<file path="src/rtl/chg_mod_pkg.sv">
package chg_mod_pkg;

  // Request handed from the sense arbiter to the dwell register.
  typedef enum logic [1:0] {
    REQ_HOLD = 2'd0,  // keep current level
    REQ_ON   = 2'd1,  // sense-driven turn-on
    REQ_OFF  = 2'd2,  // sense-driven turn-off
    REQ_KILL = 2'd3   // forced turn-off, bypasses dwell
  } mod_req_e;

  // Two-threshold decision for an enabled, unmasked cycle.
  function automatic mod_req_e sense_request(input logic gate_mode,
                                             input logic lo_flag,
                                             input logic hi_flag);
    if (gate_mode)             return REQ_ON;
    if (lo_flag && hi_flag)    return REQ_KILL;
    if (lo_flag)               return REQ_ON;
    if (hi_flag)               return REQ_OFF;
    return REQ_HOLD;
  endfunction

  // Level a request asks for, given the present level.
  function automatic logic requested_level(input mod_req_e req, input logic cur);
    case (req)
      REQ_ON:   return 1'b1;
      REQ_OFF:  return 1'b0;
      REQ_KILL: return 1'b0;
      default:  return cur;
    endcase
  endfunction

  // Envelope conducting window test.
  function automatic logic in_on_window(input int unsigned pos, input int unsigned on_len);
    return pos < on_len;
  endfunction

endpackage

</file>
<file path="src/rtl/chg_topoff_env.sv">
module chg_topoff_env
  import chg_mod_pkg::*;
#(
  parameter int unsigned ON_TICKS  = 4,
  parameter int unsigned OFF_TICKS = 30
) (
  input  logic clk,
  input  logic rst_n,
  input  logic active,
  input  logic tick,
  output logic env_open
);
  localparam int unsigned PERIOD = ON_TICKS + OFF_TICKS;
  localparam int unsigned CW     = (PERIOD > 1) ? $clog2(PERIOD) : 1;
  localparam logic [CW-1:0] LAST = CW'(PERIOD - 1);

  logic [CW-1:0] env_pos;

  always_ff @(posedge clk or negedge rst_n) begin
    if (!rst_n) begin
      env_pos <= '0;
    end else if (!active) begin
      env_pos <= '0;
    end else if (tick) begin
      env_pos <= (env_pos == LAST) ? '0 : env_pos + 1'b1;
    end
  end

  assign env_open = in_on_window(32'(env_pos), ON_TICKS);

  p_env_range_r8: assert property (@(posedge clk) disable iff (!rst_n)
    32'(env_pos) < PERIOD);

  p_env_still_r8: assert property (@(posedge clk) disable iff (!rst_n)
    (active && !tick) |=> $stable(env_pos));

  p_env_home_r9: assert property (@(posedge clk) disable iff (!rst_n)
    !active |=> env_pos == '0);

endmodule

</file>
<file path="src/rtl/chg_sense_arbiter.sv">
module chg_sense_arbiter
  import chg_mod_pkg::*;
(
  input  logic     chg_en,
  input  logic     topoff_phase,
  input  logic     env_open,
  input  logic     ext_gate,
  input  logic     lo_flag,
  input  logic     hi_flag,
  output mod_req_e req
);
  logic masked;

  // Disabled, or inside the top-off off-window: forced off.
  assign masked = !chg_en || (topoff_phase && !env_open);

  always_comb begin
    if (masked) req = REQ_KILL;
    else        req = sense_request(ext_gate, lo_flag, hi_flag);
  end

endmodule

</file>
<file path="src/rtl/chg_dwell_reg.sv">
module chg_dwell_reg
  import chg_mod_pkg::*;
#(
  parameter int unsigned MIN_DWELL = 8
) (
  input  logic     clk,
  input  logic     rst_n,
  input  mod_req_e req,
  output logic     mod_q,
  output logic     dwell_free
);
  localparam int unsigned DW   = $clog2(MIN_DWELL + 1);
  localparam int unsigned LOAD = (MIN_DWELL > 0) ? MIN_DWELL - 1 : 0;

  logic [DW-1:0] dwell_cnt;
  logic          want, kill, take, mod_nxt;

  always_comb begin
    want    = requested_level(req, mod_q);
    kill    = (req == REQ_KILL);
    take    = (want != mod_q) && (kill || dwell_cnt == '0);
    mod_nxt = take ? want : mod_q;
  end

  always_ff @(posedge clk or negedge rst_n) begin
    if (!rst_n) begin
      mod_q     <= 1'b0;
      dwell_cnt <= '0;
    end else begin
      mod_q <= mod_nxt;
      if (take)                 dwell_cnt <= DW'(LOAD);
      else if (dwell_cnt != '0) dwell_cnt <= dwell_cnt - 1'b1;
    end
  end

  assign dwell_free = (dwell_cnt == '0);

  p_dwell_hold_r10: assert property (@(posedge clk) disable iff (!rst_n)
    (dwell_cnt != '0 && req != REQ_KILL) |=> mod_q == $past(mod_q));

  p_kill_now_r5: assert property (@(posedge clk) disable iff (!rst_n)
    (req == REQ_KILL) |=> !mod_q);

endmodule

</file>
<file path="src/rtl/chg_mod_ctrl.sv">
module chg_mod_ctrl
  import chg_mod_pkg::*;
#(
  parameter int unsigned MIN_DWELL = 8,
  parameter int unsigned ON_TICKS  = 4,
  parameter int unsigned OFF_TICKS = 30
) (
  input  logic clk,
  input  logic rst_n,
  input  logic chg_en,
  input  logic topoff_phase,
  input  logic ext_gate,
  input  logic sns_lo_flag,
  input  logic sns_hi_flag,
  input  logic slow_tick,
  output logic mod_out
);
  logic     topoff_act;
  logic     env_open;
  logic     dwell_free;
  mod_req_e req;

  assign topoff_act = chg_en && topoff_phase;

  chg_topoff_env #(.ON_TICKS(ON_TICKS), .OFF_TICKS(OFF_TICKS)) u_env (
    .clk      (clk),
    .rst_n    (rst_n),
    .active   (topoff_act),
    .tick     (slow_tick),
    .env_open (env_open)
  );

  chg_sense_arbiter u_arb (
    .chg_en       (chg_en),
    .topoff_phase (topoff_phase),
    .env_open     (env_open),
    .ext_gate     (ext_gate),
    .lo_flag      (sns_lo_flag),
    .hi_flag      (sns_hi_flag),
    .req          (req)
  );

  chg_dwell_reg #(.MIN_DWELL(MIN_DWELL)) u_dwell (
    .clk        (clk),
    .rst_n      (rst_n),
    .req        (req),
    .mod_q      (mod_out),
    .dwell_free (dwell_free)
  );

  logic unmasked;
  assign unmasked = chg_en && (!topoff_phase || env_open);

  p_reset_low_r1: assert property (@(posedge clk) !rst_n |=> !mod_out);

  p_lo_on_r2: assert property (@(posedge clk) disable iff (!rst_n)
    (unmasked && !ext_gate && sns_lo_flag && !sns_hi_flag && dwell_free) |=> mod_out);

  p_hi_off_r3: assert property (@(posedge clk) disable iff (!rst_n)
    (unmasked && !ext_gate && sns_hi_flag && !sns_lo_flag && dwell_free) |=> !mod_out);

  p_band_hold_r4: assert property (@(posedge clk) disable iff (!rst_n)
    (unmasked && !ext_gate && !sns_lo_flag && !sns_hi_flag) |=> $stable(mod_out));

  p_pair_low_r5: assert property (@(posedge clk) disable iff (!rst_n)
    (chg_en && !ext_gate && sns_lo_flag && sns_hi_flag) |=> !mod_out);

  p_gate_on_r6: assert property (@(posedge clk) disable iff (!rst_n)
    (unmasked && ext_gate && dwell_free) |=> mod_out);

  p_idle_low_r7: assert property (@(posedge clk) disable iff (!rst_n)
    !chg_en |=> !mod_out);

  p_env_block_r8: assert property (@(posedge clk) disable iff (!rst_n)
    (topoff_act && !env_open) |=> !mod_out);

endmodule

</file>
<file path="config.mk">
export PLATFORM = sky130hd
export DESIGN_NAME = chg_mod_ctrl
export DESIGN_NICKNAME = d
export VERILOG_FILES = /design/src/rtl/chg_mod_pkg.sv /design/src/rtl/chg_topoff_env.sv /design/src/rtl/chg_sense_arbiter.sv /design/src/rtl/chg_dwell_reg.sv /design/src/rtl/chg_mod_ctrl.sv
export SDC_FILE = /design/constraint.sdc
export NUM_CORES = 1
export LEC_CHECK = 0
export BUFFER_PORTS_ARGS = -buffer_cell sky130_fd_sc_hd__buf_2
export CAP_MARGIN = 20
export CORE_ASPECT_RATIO = 0.6
export CORE_MARGIN = 4
export CORE_UTILIZATION = 31
export DETAILED_ROUTE_END_ITERATION = 10
export GPL_ROUTABILITY_DRIVEN = 0
export PLACE_DENSITY_LB_ADDON = 0.08
export SKIP_LAST_GASP = 1
export SLEW_MARGIN = 20
export SYNTH_ARGS = -nofsm -noshare
export SYNTH_HDL_FRONTEND = slang
export SYNTH_HIERARCHICAL = 1
export SYNTH_SLANG_ARGS = --single-unit
</file>
<file path="constraint.sdc">
create_clock -name clk -period 4.18 [get_ports clk]
set_input_delay 0.209 -clock clk [delete_from_list [all_inputs] [get_ports clk]]
set_output_delay 0.209 -clock clk [all_outputs]
set_load 0.03 [all_outputs]
</file>
==> impl_metrics.csv, run 1 <==
group,metric,value,unit
worst_hold_path,worstHoldPathType,"in2reg",
clock_network,path_clk_slew,70,ps
worst_setup_path,path_cells,"or3_1 -> nor2_1 -> nand2b_4 -> nand3_1 -> nor3b_2 -> nor4_1 -> o22ai_1",
worst_setup_path,crit_end,"u_dwell/dwell_cnt[1]",
worst_setup_path,arrival,2120,ps
clock_network,cts_resized,0,
floorplan,core,1950,µm²
timing,tightest_slew,316,ps
cells_and_area,nNetsFinal,96,
timing,grt_setup_unrepaired,"false",
pwr,leakagePower,0.326,nW
worst_setup_path,worstPathMaxFanout,6,
synth,yosysUniqueCellTypes,31,
timing,worst_hold_slack,305,ps
clock_network,cts_sinks,11,
synth,synth_area_leaders,"dfrtp_1 (41%), ha_1 (5.6%), o31ai_1 (4.4%)",
synth,synth_fp_nets,82,
pwr,peakVddDrop,0.176,mV
synth,avgSynthCellArea,9.52,µm²
timing,finClkSkew,2.47,ps
flow_run,cap_violations,0,
synth,synth_top_area_share,40.7,%
synth,yosys.area.top_type,"dfrtp_1",
floorplan,ios,9,
timing,worst_slew_margin_rel,78.8,%
route,vias,577,
worst_setup_path,critical_path.slowest_cell,"or3_1",
route,routed_wl,1490,µm
grt,grt_start_max_net_pins,12,
grt,grt_pass1_vias,447,
floorplan,die_area,3010,µm²
timing,finalCritPeriodShare,47.5,%
clock_network,cts_hold_buf,1,
worst_setup_path,timing.critical_path.from,"u_env/env_pos[4]",
clock_network,clockBufferDepth,2,
worst_setup_path,critPathKind,"reg2reg",
cells_and_area,final_common_cell,"dfrtp_1",
floorplan,start_util,34.6,%
clock_network,cts_root_buf,"clkbuf_4",
grt,antenna_found_initial,0,
route,postRouteAntennaNets,0,
cells_and_area,n_antenna_cell,0,
worst_setup_path,reg2reg_slack,2190,ps
route,drt_first_pass_iters,4,
timing,post-route-min-period,1990,ps
cells_and_area,fin_util,40.3,%
timing,clock.fmax,0.503,GHz
synth,yosysSeqAreaShare,40.7,%
worst_setup_path,path_depth,7,
worst_setup_path,crit_path_max_incr_delay,440,ps
clock_network,cts_tree,"built",
cells_and_area,area_growth,16.5,%
floorplan,fp.dieH,44.2,µm
synth,synth_area,676,µm²
route,via_per_inst,5.15,
placement,place_hpwl,1150,µm
clock_network,cts_setup_buffers,0,
worst_setup_path,reg2reg_depth,7,
floorplan,dieWidth,68.3,µm
synth,yosysWarnings,6,
cells_and_area,final_cell_mix,"dfrtp_1 (11), buf_2 (8), nand2_1 (7)",
grt,grt_use_total,10.9,%
route,wl_per_cell,13.3,µm
timing,setup_viol_count_final,0,
cells_and_area,fill_cells,199,
floorplan,rows,12,
clock_network,cts_buffers,3,
worst_setup_path,worst-path-buf-inv,0,
worst_setup_path,worstReg2RegStart,"u_env/env_pos[4]",
placement,port_buffers,8,
timing,slew_viol_final,0,
timing,hold_viol,0,
pwr,p_per_area,454,nW/µm²
worst_setup_path,critPathTopFamily,"simple AND/OR/NAND/NOR gates",
grt,grt_pass1_wl,2290,µm
clock_network,h-tree-depth,1,
worst_setup_path,required,4310,ps
clock_network,worstSkewPairLatency,260,ps
grt,gr-total-overflow,0,
worst_setup_path,rr_endpoint,"u_dwell/dwell_cnt[1]",
cells_and_area,layout-drive-gt1-share,20.2,%
run_status,status,"finished clean",
worst_setup_path,crit_path_end_kind,"flop",
route,drtIter0Drc,59,
route,drc,0,
timing,fin_tns_setup,0,ps
worst_setup_path,start_kind,"flop",
synth,ys_seq_elements,11,
synth,synthCells,71,
## area by class of cell
| type | instances | area [µm²] | area share (%) |
|---|---|---|---|
| Timing Repair Buffer | 9 | 50.0 | 6.36 |
| Sequential cell | 11 | 275 | 35.0 |
| Clock buffer | 4 | 26.3 | 3.34 |
| Multi-Input combinational cell | 55 | 382 | 48.5 |
| Inverter | 5 | 18.8 | 2.38 |
| Tap cell | 28 | 35.0 | 4.45 |
## worst min-delay path by stage
stage | slack, ps | start | to | depth (start not counted)
2_1_floorplan | -90 | rst_n | u_dwell/dwell_cnt[0] | 0
3_3_place_gp | 100 | rst_n | u_env/env_pos[5] | 1
3_5_place_dp | 90 | rst_n | u_env/env_pos[1] | 1
4_1_cts | 290 | slow_tick | u_env/env_pos[1] | 4
5_1_grt | 300 | slow_tick | u_env/env_pos[1] | 4
6_report | 300 | slow_tick | u_env/env_pos[1] | 4
## registers in the layout, indices dropped and copies added (netlist names)
| name | flops |
|---|---|
| u_dwell/mod_q | 1 |
| u_dwell/dwell_cnt | 4 |
| u_env/env_pos | 6 |
## cell families (layout without fill, tap and decap cells)
kind of cell | count (synthesis) | after routing | synth area share, %
AND/OR/NAND/NOR | 30 | 30 | 28.9
AO/OA/AOI/OAI | 21 | 21 | 20.7
XOR/XNOR | 1 | 1 | 1.30
buffers and inverters | 5 | 18 | 2.78
adder cells (fa/ha/maj) | 3 | 3 | 5.56
flip-flops | 11 | 11 | 40.7
## cell usage after synthesis (all sizes together)
cell type and number:
nor3b 2, ha 3, o21ai 5, xnor2 1, o211ai 3, o22ai 1, o21bai 1, a311oi 1
inv 5, and2 1, nand2b 4, nor3 2, dfrtp 11, nor2 3, or3 2, nor4 1
o31ai 4, nand2 7, or4 1, nor2b 2, o2bb2ai 1, a211oi 1, a32oi 1, a21oi 3
nand3 5
## through the flow
stage               power (mW)  cells  worst slack [ps]  area [µm²]
global route             0.384    112              2070         787
detailed placement       0.285    107              2250         751
CTS                      0.361    112              2230         787
finish                   0.357    112              2190         787
global placement         0.287    107              2270         751
floorplan                0.249     71              2430         676
## metal layers
layer,part of all wire [%],track usage [%],vias to the layer above
li1,-,-,289
met3,9.5,6.60,2
met4,0.67,3.56,0
met2,32,9.20,26
met5,0,0,-
met1,58,18.6,260
## power breakdown
part	leakage (nW)	switching, mW	total, mW	internal [mW]
registers	0.145	0.0361	0.166	0.130
clock network	0.0150	0.0351	0.0719	0.0369
logic	0.166	0.0610	0.119	0.0585
total	0.326	0.132	0.357	0.225
## tightest hold or removal path, cell delays in order
cell and delay [ps]:
buf_2 130, nor2b_4 60, nand2_1 60, o31ai_1 60
No activity file was read; power rests on OpenSTA's default activity.
==> run 2: changes to the inputs <==
--- a/config.mk
+++ b/config.mk
@@ -5,6 +5,7 @@
 export SDC_FILE = /design/constraint.sdc
 export NUM_CORES = 1
 export LEC_CHECK = 0
+export ABC_AREA = 1
 export BUFFER_PORTS_ARGS = -buffer_cell sky130_fd_sc_hd__buf_2
 export CAP_MARGIN = 20
 export CORE_ASPECT_RATIO = 0.6
==> constraint.sdc (replaced) <==
create_clock -name clk -period 2 [get_ports clk]
set_input_delay 0.1 -clock clk [delete_from_list [all_inputs] [get_ports clk]]
set_output_delay 0.1 -clock clk [all_outputs]
set_load 0.03 [all_outputs]
==> impl_metrics.csv, run 2 <==
group,metric,value,unit
timing,slew_viol_final,0,
clock_network,cts_resized,0,
floorplan,rows,13,
route,routed_wl,1440,µm
placement,place_hpwl,1140,µm
synth,synth_area_leaders,"dfrtp_1 (37%), nand2_1 (14%), inv_1 (7.2%)",
synth,synth_ff_type,"dfrtp_1",
synth,synth.cells.most_frequent,"nand2_1 (27), inv_1 (14), dfrtp_1 (11)",
timing,clock.fmax,0.638,GHz
clock_network,h-tree-depth,1,
worst_setup_path,worstPathMaxFanout,7,
floorplan,die_area,3240,µm²
route,wl_per_cell,10.2,µm
cells_and_area,largest_reg_flops,6,
synth,yosysWarnings,6,
timing,finClkSkew,5.14,ps
grt,grt_pass1_wl,2580,µm
timing,tightest_slew,276,ps
pwr,p_per_area,925,nW/µm²
synth,synth_edf_count,0,
floorplan,dieWidth,70.8,µm
clock_network,cts_root_buf,"clkbuf_8",
cells_and_area,layout-drive-gt1-share,26.1,%
synth,yosysSeqAreaShare,37.5,%
synth,synth_most_common_cell,"nand2_1",
clock_network,path_clk_slew,50,ps
run_status,status,"finished clean",
route,drt_first_pass_iters,4,
worst_setup_path,critPathKind,"reg2reg",
clock_network,worstSkewPairLatency,240,ps
cells_and_area,register_area,275,µm²
pwr,leakagePower,0.475,nW
flow_run,cap_violations,0,
cells_and_area,top_regs,"u_env/env_pos x6, u_dwell/dwell_cnt x4, u_dwell/mod_q x1",
cells_and_area,nNetsFinal,123,
placement,place_area,812,µm²
synth,synthCells,98,
placement,port_buffers,8,
clock_network,cts_sinks,11,
floorplan,fp.dieH,45.7,µm
cells_and_area,area_growth,18.1,%
clock_network,cts_tree,"built",
synth,synth_area,734,µm²
worst_setup_path,crit_path_end_kind,"flop",
clock_network,clockBufferDepth,2,
cells_and_area,final_common_cell,"nand2_1",
timing,fin_tns_setup,0,ps
timing,hold_viol,0,
grt,gr-total-overflow,0,
grt,antenna_found_initial,0,
clock_network,cts_buffers,3,
synth,synth_top_area_share,37.5,%
timing,post-route-min-period,1570,ps
synth,async_flop_share,100,%
worst_setup_path,required,2130,ps
cells_and_area,stdcell_area,867,µm²
timing,worst_slew_margin_rel,81.6,%
synth,synth_fp_nets,109,
floorplan,start_util,33.2,%
route,vias,620,
cells_and_area,fill_cells,242,
timing,finalCritPeriodShare,78.3,%
cells_and_area,n_antenna_cell,0,
synth,yosys.area.top_type,"dfrtp_1",
route,via_per_inst,4.40,
placement,place_inst,136,
synth,avgSynthCellArea,7.49,µm²
worst_hold_path,worstHoldPathType,"in2reg",
pwr,peakVddDrop,0.427,mV
cells_and_area,fin_cells,141,
grt,grt_start_max_net_pins,12,
synth,yosysUniqueCellTypes,22,
floorplan,ios,9,
route,postRouteAntennaNets,0,
synth,ys_seq_elements,11,
route,drtIter0Drc,16,
grt,grt_pass1_vias,568,
grt,grt_use_total,10.5,%
route,drc,0,
worst_setup_path,arrival,1700,ps
timing,setup_viol_count_final,0,
worst_setup_path,start_kind,"flop",
cells_and_area,final_cell_mix,"nand2_1 (27), inv_1 (14), dfrtp_1 (11)",
timing,grt_setup_unrepaired,"false",
floorplan,core,2210,µm²
cells_and_area,top_register,"u_env/env_pos",
cells_and_area,multiInputGateArea,384,µm²
==> run 2: cell count changes after synthesis, moves of 3 or more <==
cell      delta
nand2_1     +20
inv_1        +9
nand2_2      +5
nand4_1      +5
nand3_1      +4
nor2_2       +4
o31ai_1      -4
inv_2        +3
nand2b_1     -3
o211ai_1     -3
o21ai_0      -3
==> run 2: area by class of cell <==
class | count | share of cell area (%)
clock buffers | 4 | 5.19
inverters | 18 | 7.79
multi-input cells | 68 | 44.3
flip-flops and latches | 11 | 31.7
well taps | 30 | 4.33
repair buffers | 10 | 6.64
==> run 2: worst paths after layout <==
kind,endpoint,slack (ps),cells past startpoint,from
worst min register to register,u_dwell/dwell_cnt[0],520,2,u_dwell/dwell_cnt[0]
worst max-delay path,u_dwell/dwell_cnt[0],430,10,u_env/env_pos[3]
worst min-delay path,u_env/env_pos[1],180,3,slow_tick
max in group asynchronous,u_env/env_pos[3],1510,2,rst_n
min in group asynchronous,u_env/env_pos[1],260,2,rst_n
worst max register to register,u_dwell/dwell_cnt[0],430,10,u_env/env_pos[3]
==> run 2: per-stage QoR <==
step,power [mW],utilization [%],worst slack (ps),hold slack (ps)
2_1_floorplan,0.517,-,568,-196
3_3_place_gp,0.583,36.7,483,-3.50
3_5_place_dp,0.580,36.7,446,-8.96
4_1_cts,0.815,39.2,436,169
5_1_grt,0.874,39.2,254,176
6_report,0.802,39.2,433,176
==> run 2: critical path, cell delays in order (launching register included) <==
cell     delay [ps]
dfrtp_1         440
nor4_1          300
inv_1            60
nand2_1          80
nand3_1         110
nand2_1         120
nand2_1         100
nand2_4          90
nand2_2          60
nand2_1          50
nand2_1          40
==> run 2: cells by family after synthesis <==
| group | Yosys count | synth area share [%] |
|---|---|---|
| buffers and inverters | 19 | 10.2 |
| XOR/XNOR | 3 | 3.58 |
| AND/OR/NAND/NOR | 58 | 40.4 |
| flip-flops | 11 | 37.5 |
| adder cells (fa/ha/maj) | 3 | 5.11 |
| AO/OA/AOI/OAI | 4 | 3.24 |
==> run 2: repair_timing <==
action	4_1_cts	5_1_grt
hold buffers	1	0
endpoints found under the hold margin	11	0
buffers inserted	0	0
==> run 2: layer usage <==
layer / track usage [%] / wire length, µm / vias to the layer above
li1: - / - / 333
met3: 4.41 / 93 / 0
met5: 0 / 0 / -
met1: 16.4 / 849 / 273
met2: 13.1 / 499 / 14
met4: 1.12 / 0 / 0
==> run 2: power breakdown <==
group	leakage (nW)	switching (mW)	internal [mW]
logic	0.311	0.161	0.101
registers	0.141	0.0425	0.274
clock network	0.0228	0.0836	0.140
total	0.475	0.287	0.515
==> run 3: changes to the inputs <==
--- a/config.mk
+++ b/config.mk
@@ -5,7 +5,7 @@
 export SDC_FILE = /design/constraint.sdc
 export NUM_CORES = 1
 export LEC_CHECK = 0
-export ABC_AREA = 1
+export ABC_AREA = 0
 export BUFFER_PORTS_ARGS = -buffer_cell sky130_fd_sc_hd__buf_2
 export CAP_MARGIN = 20
 export CORE_ASPECT_RATIO = 0.6
==> constraint.sdc (replaced) <==
create_clock -name clk -period 1.51 [get_ports clk]
set_input_delay 0.0755 -clock clk [delete_from_list [all_inputs] [get_ports clk]]
set_output_delay 0.0755 -clock clk [all_outputs]
set_load 0.03 [all_outputs]
==> impl_metrics.csv, run 3 (synthesis results as in run 1) <==
group,metric,value,unit
route,vias,624,
timing,hold_viol,0,
run_status,violations,"negative setup slack",
floorplan,start_util,34.6,%
clock_network,worstSkewPairLatency,270,ps
grt,gr-total-overflow,0,
timing,grt_setup_unrepaired,"true",
route,postRouteAntennaNets,0,
clock_network,path_clk_slew,70,ps
clock_network,clockBufferDepth,2,
timing,worst_slack,-229,ps
grt,grt_pass1_vias,515,
worst_setup_path,worstPathMaxFanout,2,
worst_setup_path,crit_path_end_kind,"flop",
floorplan,fp.dieH,44.2,µm
floorplan,rows,12,
timing,finClkSkew,6.44,ps
clock_network,cts_root_buf,"clkbuf_4",
placement,place_hpwl,1270,µm
route,drtIter0Drc,33,
timing,clock.fmax,0.575,GHz
timing,finalCritPeriodShare,115,%
route,via_per_inst,4.99,
cells_and_area,final_cell_mix,"buf_4 (13), dfrtp_1 (11), buf_2 (8)",
pwr,peakVddDrop,0.645,mV
placement,port_buffers,8,
worst_setup_path,arrival,1880,ps
pwr,intPower,665,µW
grt,grt_pass1_wl,2550,µm
timing,setup_viol_count_final,5,
route,drt_first_pass_iters,4,
pwr,power,1.05,mW
cells_and_area,largest_reg_flops,6,
timing,worst_slew_margin_rel,78.3,%
pwr,p_seq_share,43.3,%
cells_and_area,top_register,"u_env/env_pos",
cells_and_area,fill_cells,197,
floorplan,die_area,3010,µm²
cells_and_area,final_common_cell,"buf_4",
worst_hold_path,worstHoldPathType,"in2reg",
clock_network,cts_buffers,3,
cells_and_area,area_growth,39.3,%
pwr,p_sw_share,36.5,%
cells_and_area,top_regs,"u_env/env_pos x6, u_dwell/dwell_cnt x4, u_dwell/mod_q x1",
floorplan,ios,9,
grt,antenna_found_initial,0,
worst_setup_path,critPathKind,"reg2reg",
pwr,leakagePower,0.402,nW
worst_setup_path,start_kind,"flop",
flow_run,cap_violations,0,
floorplan,core,1950,µm²
worst_setup_path,required,1650,ps
clock_network,cts_sinks,11,
cells_and_area,nNetsFinal,109,
clock_network,cts_tree,"built",
pwr,pwr-share-comb,37.7,%
route,routed_wl,1570,µm
timing,slew_viol_final,0,
floorplan,dieWidth,68.3,µm
grt,grt_use_total,11.7,%
route,wl_per_cell,12.5,µm
grt,grt_start_max_net_pins,12,
run_status,status,"finished, violations left",
timing,post-route-min-period,1740,ps
clock_network,h-tree-depth,1,
cells_and_area,n_antenna_cell,0,
timing,tightest_slew,325,ps
pwr,p_sw,382,µW
route,drc,0,
pwr,p_clk_share,18.9,%
placement,dp_slack,-251,ps
pwr,p_per_area,1110,nW/µm²
cells_and_area,layout-drive-gt1-share,39.2,%
[run 3: cell count changes in the layout (fill, tap and decap cells not counted), sizes merged, moves of 2 or more]
cell    change
nand2      -27
nand3       -5
buf        +12
nor2b       +2
o21ai       +3
or3         +2
o211ai      +3
nor3b       +2
nor2        -4
inv        -12
nand4       -5
o31ai       +4
nand2b      +4
[run 3: what timing repair did]
| item | in CTS | in global routing |
|---|---|---|
| pin swaps | 5 | 3 |
| resized for setup | 3 | 4 |
| hold endpoints to repair | 11 | 0 |
| hold buffers | 1 | 0 |
| gates cloned | 0 | 0 |
| buffers inserted | 1 | 1 |
| setup endpoints to repair | 5 | 9 |
[run 3: path summary, 6_finish.rpt]
kind / from / end / slack (ps) / cells past startpoint
max in group asynchronous: rst_n / u_env/env_pos[2] / 1100 / 2
min reg2reg: u_env/env_pos[1] / u_env/env_pos[1] / 540 / 2
max: u_env/env_pos[3] / u_dwell/dwell_cnt[1] / -230 / 7
min in group asynchronous: rst_n / u_env/env_pos[4] / 200 / 2
min: slow_tick / u_env/env_pos[0] / 160 / 4
max reg2reg: u_env/env_pos[3] / u_dwell/dwell_cnt[1] / -230 / 7
[run 3: area by class of cell]
class                      instances  area [µm²]  area share (%)
tap                               28        35.0            3.72
inverter                           5        18.8            1.99
multi-input combinational         55         438            46.5
clock buffer                       4        26.3            2.79
sequential                        11         275            29.3
timing repair buffer              22         148            15.7
[run 3: worst max-delay path: stages, from the launching register on]
cell and delay, ps:
dfrtp_1 380, or3_4 390, nor2_2 80, nand2b_4 150, nand3_4 70, nor3b_4 160, nor4_1 280, o22ai_1 110
[run 3: per-layer routing]
metal	track usage (%)	share of wire, %	vias up
met2	12.1	34	17
met3	6.35	8.2	0
li1	-	-	315
met1	19.8	58	292
met4	1.19	0	0
met5	0	0	-
[run 3: power groups by stage]
stage / clock network (mW) / registers, mW / logic [mW]
6_report: 0.198 / 0.454 / 0.395
5_1_grt: 0.226 / 0.462 / 0.443
4_1_cts: 0.211 / 0.445 / 0.387
3_5_place_dp: 0 / 0.452 / 0.378
3_3_place_gp: 0 / 0.453 / 0.381
2_1_floorplan: 0 / 0.452 / 0.244
[run 3: metrics by stage]
step | cell area, µm² | utilization, % | hold WS [ps] | TNS, ps | cells
2_1_floorplan | 704 | - | -220 | -386 | 71
3_3_place_gp | 862 | 44.2 | -29.9 | -775 | 118
3_5_place_dp | 862 | 44.2 | -37.1 | -842 | 118
4_1_cts | 918 | 47.1 | 153 | -915 | 124
5_1_grt | 941 | 48.2 | 175 | -1300 | 125
6_report | 941 | 48.2 | 162 | -813 | 125
